### config.mk
export PLATFORM = sky130hd
export DESIGN_NAME = b64_dec
export DESIGN_NICKNAME = d
export VERILOG_FILES = /design/src/rtl/b64_pkg.sv /design/src/rtl/b64_lut.sv /design/src/rtl/b64_quad.sv /design/src/rtl/b64_obuf.sv /design/src/rtl/b64_dec.sv
export SDC_FILE = /design/constraint.sdc
export NUM_CORES = 1
export LEC_CHECK = 0
export BUFFER_PORTS_ARGS = -buffer_cell sky130_fd_sc_hd__buf_4
export CORE_ASPECT_RATIO = 0.5
export CORE_UTILIZATION = 40
export DETAILED_ROUTE_END_ITERATION = 6
export GPL_ROUTABILITY_DRIVEN = 0
export GPL_TIMING_DRIVEN = 0
export PLACE_DENSITY_LB_ADDON = 0.2
export SLEW_MARGIN = 10
export SYNTH_ARGS = -nofsm -noshare
export SYNTH_HDL_FRONTEND = slang
export SYNTH_HIERARCHICAL = 1
export SYNTH_SLANG_ARGS = --single-unit
### constraint.sdc
create_clock -name clk -period 5.3 [get_ports clk]
set_input_delay 0.795 -clock clk [delete_from_list [all_inputs] [get_ports clk]]
set_output_delay 0.795 -clock clk [all_outputs]
set_load 0.01 [all_outputs]
### src/rtl/b64_pkg.sv
package b64_pkg;
  localparam int SYM_W = 6;
  localparam int ENT_W = SYM_W + 1;
  localparam logic [ENT_W-1:0] BAD_ENT = 7'h40;

  // Reset-time reverse table content for the standard alphabet.
  function automatic logic [ENT_W-1:0] std_entry(input logic [6:0] ch);
    if (ch >= 7'h41 && ch <= 7'h5A) return ch - 7'd65;
    if (ch >= 7'h61 && ch <= 7'h7A) return ch - 7'd71;
    if (ch >= 7'h30 && ch <= 7'h39) return ch + 7'd4;
    if (ch == 7'h2B) return 7'd62;
    if (ch == 7'h2F) return 7'd63;
    return BAD_ENT;
  endfunction

  // Merge four six-bit values into three bytes, first byte in the top lane.
  function automatic logic [23:0] join_quad(input logic [5:0] a, input logic [5:0] b,
                                            input logic [5:0] c, input logic [5:0] d);
    logic [7:0] y0, y1, y2;
    y0 = (8'(a) << 2) | 8'(b >> 4);
    y1 = (8'(b) << 4) | 8'(c >> 2);
    y2 = (8'(c) << 6) | 8'(d);
    return {y0, y1, y2};
  endfunction

  // Byte yield of the closing group given where padding started.
  function automatic logic [1:0] quad_yield(input logic pad_third, input logic pad_fourth);
    if (pad_third)  return 2'd1;
    if (pad_fourth) return 2'd2;
    return 2'd3;
  endfunction
endpackage

### src/rtl/b64_lut.sv
module b64_lut
  import b64_pkg::*;
#(
  parameter int IDX_W = 7
) (
  input  logic             clk,
  input  logic             rst_n,
  input  logic             we,
  input  logic [IDX_W-1:0] waddr,
  input  logic [ENT_W-1:0] wdata,
  input  logic [IDX_W-1:0] raddr,
  output logic [ENT_W-1:0] rdata
);
  localparam int DEPTH = 2 ** IDX_W;

  logic [ENT_W-1:0] mem [DEPTH];

  always_ff @(posedge clk) begin
    if (!rst_n) begin
      for (int i = 0; i < DEPTH; i++) mem[i] <= std_entry(7'(i));
    end else if (we) begin
      mem[waddr] <= wdata;
    end
  end

  assign rdata = mem[raddr];
endmodule

### src/rtl/b64_quad.sv
module b64_quad
  import b64_pkg::*;
#(
  parameter int          CHAR_W   = 8,
  parameter logic [7:0]  PAD_CHAR = 8'h3D
) (
  input  logic              clk,
  input  logic              rst_n,
  input  logic              fire,
  input  logic [CHAR_W-1:0] ch,
  input  logic              last,
  input  logic [ENT_W-1:0]  ent,
  output logic              in_msg,
  output logic              err,
  output logic              done,
  output logic [23:0]       dbytes,
  output logic [1:0]        dn,
  output logic              dlast
);
  localparam int ACC_W = 3 * SYM_W;

  logic [1:0]       pos;
  logic [ACC_W-1:0] acc;
  logic             pad2;
  logic             in_msg_q, err_q;

  logic             skip, is_pad, bad_sym, err_now;
  logic [SYM_W-1:0] val;

  assign skip    = in_msg_q & err_q;
  assign is_pad  = (ch == PAD_CHAR);
  assign bad_sym = ch[CHAR_W-1] | ent[ENT_W-1];
  assign val     = is_pad ? '0 : ent[SYM_W-1:0];

  always_comb begin
    if (is_pad) begin
      case (pos)
        2'd0, 2'd1: err_now = 1'b1;
        2'd2:       err_now = last;
        default:    err_now = !last;
      endcase
    end else begin
      err_now = bad_sym | pad2 | (last & (pos != 2'd3));
    end
  end

  assign done   = fire & !skip & !err_now & (pos == 2'd3);
  assign dbytes = join_quad(acc[3*SYM_W-1:2*SYM_W], acc[2*SYM_W-1:SYM_W], acc[SYM_W-1:0], val);
  assign dn     = quad_yield(pad2, is_pad);
  assign dlast  = last;

  always_ff @(posedge clk) begin
    if (!rst_n) begin
      pos      <= '0;
      acc      <= '0;
      pad2     <= 1'b0;
      in_msg_q <= 1'b0;
      err_q    <= 1'b0;
    end else if (fire) begin
      in_msg_q <= !last;
      err_q    <= (in_msg_q & err_q) | (!skip & err_now);
      if (skip || err_now || pos == 2'd3 || last) begin
        pos  <= '0;
        pad2 <= 1'b0;
      end else begin
        pos  <= pos + 2'd1;
        pad2 <= (pos == 2'd2) & is_pad;
        acc  <= {acc[ACC_W-SYM_W-1:0], val};
      end
    end
  end

  assign in_msg = in_msg_q;
  assign err    = err_q;
endmodule

### src/rtl/b64_obuf.sv
module b64_obuf (
  input  logic        clk,
  input  logic        rst_n,
  input  logic        load,
  input  logic [23:0] ldata,
  input  logic [1:0]  ln,
  input  logic        llast,
  output logic        out_valid,
  input  logic        out_ready,
  output logic [7:0]  out_byte,
  output logic        out_last,
  output logic        empty
);
  logic [23:0] data;
  logic [1:0]  cnt;
  logic        last_q;
  logic        pop;

  assign pop = out_valid & out_ready;

  always_ff @(posedge clk) begin
    if (!rst_n) begin
      data   <= '0;
      cnt    <= '0;
      last_q <= 1'b0;
    end else if (load) begin
      data   <= ldata;
      cnt    <= ln;
      last_q <= llast;
    end else if (pop) begin
      data <= {data[15:0], 8'h00};
      cnt  <= cnt - 2'd1;
    end
  end

  assign empty     = (cnt == 2'd0);
  assign out_valid = !empty;
  assign out_byte  = data[23:16];
  assign out_last  = last_q & (cnt == 2'd1);
endmodule

### src/rtl/b64_dec.sv
module b64_dec
  import b64_pkg::*;
#(
  parameter int         CHAR_W   = 8,
  parameter logic [7:0] PAD_CHAR = 8'h3D
) (
  input  logic              clk,
  input  logic              rst_n,
  input  logic              in_valid,
  output logic              in_ready,
  input  logic [CHAR_W-1:0] in_char,
  input  logic              in_last,
  output logic              out_valid,
  input  logic              out_ready,
  output logic [7:0]        out_byte,
  output logic              out_last,
  output logic              err,
  input  logic              tbl_we,
  input  logic [CHAR_W-2:0] tbl_addr,
  input  logic [ENT_W-1:0]  tbl_data
);
  localparam int IDX_W = CHAR_W - 1;

  logic             fire, in_msg, obuf_empty, tbl_wr_ok;
  logic [ENT_W-1:0] ent;
  logic             q_done, q_last;
  logic [23:0]      q_bytes;
  logic [1:0]       q_n;

  assign in_ready  = obuf_empty;
  assign fire      = in_valid & in_ready;
  assign tbl_wr_ok = tbl_we & !in_msg & obuf_empty;

  b64_lut #(.IDX_W(IDX_W)) u_lut (
    .clk(clk), .rst_n(rst_n), .we(tbl_wr_ok), .waddr(tbl_addr), .wdata(tbl_data),
    .raddr(in_char[IDX_W-1:0]), .rdata(ent)
  );

  b64_quad #(.CHAR_W(CHAR_W), .PAD_CHAR(PAD_CHAR)) u_quad (
    .clk(clk), .rst_n(rst_n), .fire(fire), .ch(in_char), .last(in_last), .ent(ent),
    .in_msg(in_msg), .err(err), .done(q_done), .dbytes(q_bytes), .dn(q_n), .dlast(q_last)
  );

  b64_obuf u_obuf (
    .clk(clk), .rst_n(rst_n), .load(q_done), .ldata(q_bytes), .ln(q_n), .llast(q_last),
    .out_valid(out_valid), .out_ready(out_ready), .out_byte(out_byte),
    .out_last(out_last), .empty(obuf_empty)
  );
endmodule

* Word-level counts from Yosys, hierarchy flattened *
Memories as Yosys holds them, arrays and structs flattened.
Cells that the tools add are included.

storage, ports and cells
  flip-flop bits (word level) = 50
  bits in writable memories = 896
  input port bits = 28
  output and inout bits = 12
  logic and storage cells = 203
  memories kept = 1

memory list
  memory     depth  bits a word  rd ports  clocked after memory_dff  write ports  line           source
  u_lut.mem  128    7            1         0                         128          b64_lut.sv:16  logic [ENT_W-1:0] mem [DEPTH];

cells by class
  add/sub/neg operators = 2
  eq/ne operators = 6
  muxes and demuxes = 152
  bitwise logic cells = 20
  reduce and logical (&&, ||, !) cells = 14

operators by type and width
  cell                                                  count
  2-to-1 mux 7 bit                                      130
  2-to-1 mux 24 bit                                     2
  2-to-1 mux 2 bit                                      7
  AND 1 bit                                             12
  2-to-1 mux 1 bit                                      11
  equality test 8 x 6 -> 1 bit (second input constant)  1
  OR 8 x 2 -> 8 bit                                     1
  OR 8 x 4 -> 8 bit                                     1
  OR 8 x 6 -> 8 bit                                     1
  OR reduction 7 bit                                    1
  2-to-1 mux 6 bit                                      1
  logical NOT 1 bit                                     5
  equality test 2 x 1 -> 1 bit (second input constant)  2
  equality test 2 bit (second input constant)           2
  logical NOT 2 bit                                     2
  OR 1 bit                                              4
  logical OR 1 bit                                      3
  adder 2 x 1 -> 2 bit (second input constant)          1
  != test 2 bit (second input constant)                 1
  case mux 1 bit (2 select lines)                       1
  AND reduction 2 bit                                   1
  nonzero test 2 bit                                    1
  OR reduction 2 bit                                    1
  subtractor 2 x 1 -> 2 bit (second input constant)     1
  NOT 1 bit                                             1

* Logic depth before layout (Yosys ltp) *
An unclocked memory read counts as a cell.

  depth in word-level cells = 10
  mapped depth = 14
  depth with buffers taken out = 10

* Cells and area by module *
Netlist, hierarchy kept.

modules (own cells, without submodules)
  module    times used  cells an instance  area an instance (um2)  seq. area each (um2)
  b64_lut   1           2690               41441.0                 26905.8
  b64_obuf  1           134                1204.9                  540.5
  b64_quad  1           114                1077.3                  460.4
  b64_dec   1           2                  15.0                    0.0

* Least setup slack after synthesis *
OpenSTA, ideal clock, no wires.

  path type = input to register
  start point = input in_char[0]
  end point = register u_obuf.last_q
  data arrival time = 4.329 ns
  data required time = 5.182 ns
  path slack = 0.853 ns
  stages on the path = 12
  path through = buf_2 buf_1 mux4_2 mux4_2 mux4_2 mux2_2 nor3_1 nand3_4 a21oi_1 clkbuf_1 mux2i_1 nor2_1

between the ends
  cells in the longest elaborated chain, start to end = 8
  elaborated cells between the ends (all ways) = 9
  those cells by class = eq/ne (1); mux (1); bitwise (5); reduce/logical (1); memory (1)

ends and longest elaborated chain
  what                    line            source
  from (decl)             b64_dec.sv:11   input logic [CHAR_W-1:0] in_char,
  memory (128 x 7 bit)    --
  net ent[6]              b64_dec.sv:25   logic [ENT_W-1:0] ent;
  OR 1 bit                b64_quad.sv:32  assign bad_sym = ch[CHAR_W-1] | ent[ENT_W-1];
  OR 1 bit (2 in a row)   b64_quad.sv:43  err_now = bad_sym | pad2 | (last & (pos != 2'd3));
  2-to-1 mux 1 bit        b64_quad.sv:36  if (is_pad) begin
  logical NOT 1 bit       b64_quad.sv:47  assign done = fire & !skip & !err_now & (pos == 2'd3);
  AND 1 bit (2 in a row)  b64_quad.sv:47
  net q_done              b64_dec.sv:26   logic q_done, q_last;
  to (signal assigned)    b64_obuf.sv:29  last_q <= llast;
  to (decl)               b64_obuf.sv:16  logic last_q;

The timed path passes the listed nets, and every way through them passes these cells.
A chain may end at the register's enable or synchronous reset.

* Final worst setup path *
  start point = input in_char[2]
  end point = register u_obuf.data[20]

between the ends
  cells in the longest elaborated chain, start to end = 9
  elaborated cells between the ends (all ways) = 11
  those cells by class = eq/ne (1); mux (2); bitwise (5); reduce/logical (2); memory (1)

ends and longest elaborated chain
  what                                                     line            source
  memory (128 x 7 bit) (*)                                 --
  net ent[6]                                               b64_dec.sv:25
  OR 1 bit (*)                                             b64_quad.sv:32
  OR 1 bit (*) (2 in a row)                                b64_quad.sv:43
  2-to-1 mux 1 bit (*)                                     b64_quad.sv:36
  logical NOT 1 bit (*)                                    b64_quad.sv:47
  AND 1 bit (*) (2 in a row)                               b64_quad.sv:47
  net q_done                                               b64_dec.sv:26
  2-to-1 mux 24 bit or nonzero test 2 bit (tied branches)  --
  to (signal assigned)                                     b64_obuf.sv:27  data <= ldata;
  to (signal assigned)                                     b64_obuf.sv:31  data <= {data[15:0], 8'h00};
  to (decl)                                                b64_obuf.sv:14  logic [23:0] data;

The timed path passes the listed nets; every way through them passes the cells marked *.

==> out/qor.yml <==
start_util: 0.405
overflow: 0
synth.area.mux_share: 0.161
arrival_ns: 5.67
wl_per_cell_um: 36.7
numCtsBuffers: 90
synth_cell_type_count: 45
slowest_stage: "clkdlybuf4s15_2"
clk_latency_ns: 0.70
grt_antenna_before_repair: 20
async_flop_share: 0
ys_seq_elements: 946
synth_xor_area_frac: 0.000200
crit_type: "input pin to flip-flop"
finalSetupViolations: 0
ioPinCount: 40
syn_area_mm2: 0.0437
finalCritPeriodShare: 0.967
portBuffers: 28
m1WireLength_um: 63100
max_stage_delay_ns: 0.63
cts.sinks: 946
num_vias: 29400
p_leak_uw: 0.0153
yosys.area_share.simple: 0.144
p_sw_uw: 4070
netlist_instances: 2940
die_area_mm2: 0.111
synth-adder-area-share: 0.00172
p_int_uw: 12500
crit_path_start_kind: "input pin"
synthFlopType: "edfxtp_1"
combinationalPowerShare: 0.089
rsz0062_at_grt: "no"
powerDensity_mw_per_mm2: 340
synth_area_leader_cell: "edfxtp_1"
area_growth_pct: 11.7
ant_nets: 0
worst_path_dominant_cell_family: "buffers and inverters"
hpwl_um: 118000
grt_pass1_vias: 27800
finalNetCount: 3100
ir_drop_v: 0.000213
grt_usage: 0.302
drive_above_1_share: 0.183
route.detailed.drc: 0
first_iter_violations: 5306
slew_headroom: -0.113
syn-num-nets: 2974
wl_met3_um: 27700
highest_layer: "met5"
total_power_uw: 16600
clock.fmax_mhz: 195
crit_buf_inv: 6
status: "finished, violations left"
maxCapViolCount: 4
yosysWarnings: 6
p_sw_frac: 0.245
synth_top_area_frac: 0.615
vias_per_cell: 6.42
path_max_fanout: 10
dieWidth_um: 470
cts_tree: "yes"
synth.most_common_cell: "edfxtp_1"
synth_top_family_by_area: "multiplexers"
crit_chain: "buf_4 -> clkbuf_1 -> clkbuf_2 -> clkdlybuf4s15_2 -> mux4_2 -> mux4_2 -> mux4_2 -> mux2_2 -> nor3_1 -> nand3_4 -> a21oi_1 -> inv_1 -> clkbuf_1 -> o21ai_0 -> a21oi_1"
cts-root-buf: "clkbuf_16"
syn_area_per_cell_um2: 14.9
finalHoldViolations: 0
worstPathRequired_ns: 5.84
grt_max_degree: 19
grt_pass1_wl_um: 228000
first_pass_iters: 6
ys_seq_area_frac: 0.638
synthTopCellsByCount: "896 x edfxtp_1, 418 x and2_1, 294 x mux4_2"
rows: 85
seqPwrFrac: 0.505
final.setup_skew_ns: 0.0301
endpoint_kind: "flip-flop"
post_dp_cell_area_mm2: 0.0458
finalCriticalPeriod_ns: 5.12
violations: "max-capacitance violations, max-slew violations"
synth_edf_count: 896
worst_pin_slew_ns: 1.67
h-tree-depth: 3
fin_area_mm2: 0.0489
timing.hold.ws_ns: 0.440
route.met2.wl_um: 69700
clockBufferDepth: 3
worstHoldPathType: "input pin to flip-flop"
fp.dieH_um: 236
synth_area_leaders: "edfxtp_1 62%, mux4_2 15%, and2_1 6.0%"
cpMostUsedCell: "mux4_2"
cts_hold_buf: 0
drv_slew: 42
synth_compound_area_frac: 0.0213
wl_um: 168000
cts.clk_slew.worst_paths_ns: 0.06
p_clk_frac: 0.406
core-area_mm2: 0.108
[sequential cells by signal, summed over array words and instances (netlist names)]
| name | cells |
|---|---|
| u_quad/pos | 2 |
| u_quad/acc | 18 |
| u_quad/in_msg | 1 |
| u_obuf/last_q | 1 |
| u_obuf/cnt | 2 |
| u_quad/pad2 | 1 |
| u_quad/err | 1 |
| u_obuf/data | 24 |
| u_lut/mem | 896 |
[layer usage]
| metal | GRT usage | vias up |
|---|---|---|
| li1 | - | 11400 |
| met1 | 0.411 | 15200 |
| met2 | 0.425 | 2370 |
| met3 | 0.126 | 411 |
| met4 | 0.121 | 2 |
| met5 | 0 | - |
[worst reg2reg max path, stage by stage (launching register included)]
cell	delay, ns
dfxtp_1	0.33
inv_1	0.07
ha_1	0.26
and3b_1	0.32
nand2_1	0.16
clkbuf_1	0.36
or2_2	0.19
clkbuf_1	0.98
clkbuf_1	1.13
o21ai_0	0.82
[cells in the final DEF, fill, tap and decap left out, types with 15 or more instances in the layout]
master	synthesis	layout
and2_1	418	418
buf_2	11	16
nand2_1	86	86
nor3_1	162	162
clkbuf_1	279	254
nor2_1	107	106
mux2i_1	36	36
clkbuf_16	0	93
dfxtp_1	50	50
o21ai_1	0	65
and3_1	71	71
o21ai_0	146	81
clkinv_2	0	18
a21oi_1	27	27
diode_2	0	15
or3_1	203	203
buf_4	16	50
edfxtp_1	896	896
nand3_1	35	35
clkbuf_2	0	43
mux4_2	294	294
[path summary, 6_finish.rpt]
path | slack (ns) | cells past startpoint | start | endpoint
worst max-delay path | 0.18 | 15 | in_char[2] | u_obuf/data[20]
worst min-delay path | 0.44 | 3 | in_last | u_quad/in_msg
worst max register to register | 0.20 | 9 | u_obuf/cnt[0] | u_lut/mem[101][2]
worst min register to register | 0.46 | 2 | u_quad/acc[12] | u_quad/acc[12]
[through the flow]
stage | worst slack (ns) | setup TNS (ns) | std cells | utilization
after global placement | -1.10 | -40.04 | 4403 | 0.424
after floorplan | 0.853 | 0 | 2940 | -
after CTS | 0.0161 | 0 | 4566 | 0.452
final | 0.176 | 0 | 4583 | 0.453
after detailed placement | -1.12 | -42.93 | 4407 | 0.424
after global routing | 0.00304 | 0 | 4570 | 0.452
[kinds of logic after synthesis]
logic type               count (synthesis)
XOR/XNOR                                 1
buffers and inverters                  350
multiplexers                           337
adder cells (fa/ha/maj)                  6
flip-flops                             946
AND/OR/NAND/NOR                       1119
AO/OA/AOI/OAI                          181
[cell type report]
cell class,count,area (um^2)
Clock buffer,106,2380
Sequential cell,946,27900
Inverter,12,45.0
Timing Repair Buffer,35,270
Fill cell,9552,59100
Multi-Input combinational cell,1644,14400
Buffer,337,1480
Clock inverter,53,573
Tap cell,1435,1800
Antenna cell,15,37.5
[power by group through the flow]
stage	Sequential, uW	Combinational (uW)	Clock, uW
3_3_place_gp	8540	1390	0
4_1_cts	8380	1400	6770
6_report	8380	1480	6740
2_1_floorplan	8510	742	0
5_1_grt	8390	1480	7060
3_5_place_dp	8550	1400	0
[what timing repair did]
action,CTS,global route
buffers inserted,0,0
endpoints found under the setup margin,27,31
gates resized for setup,12,32
Power figures use the tool's default switching activity.
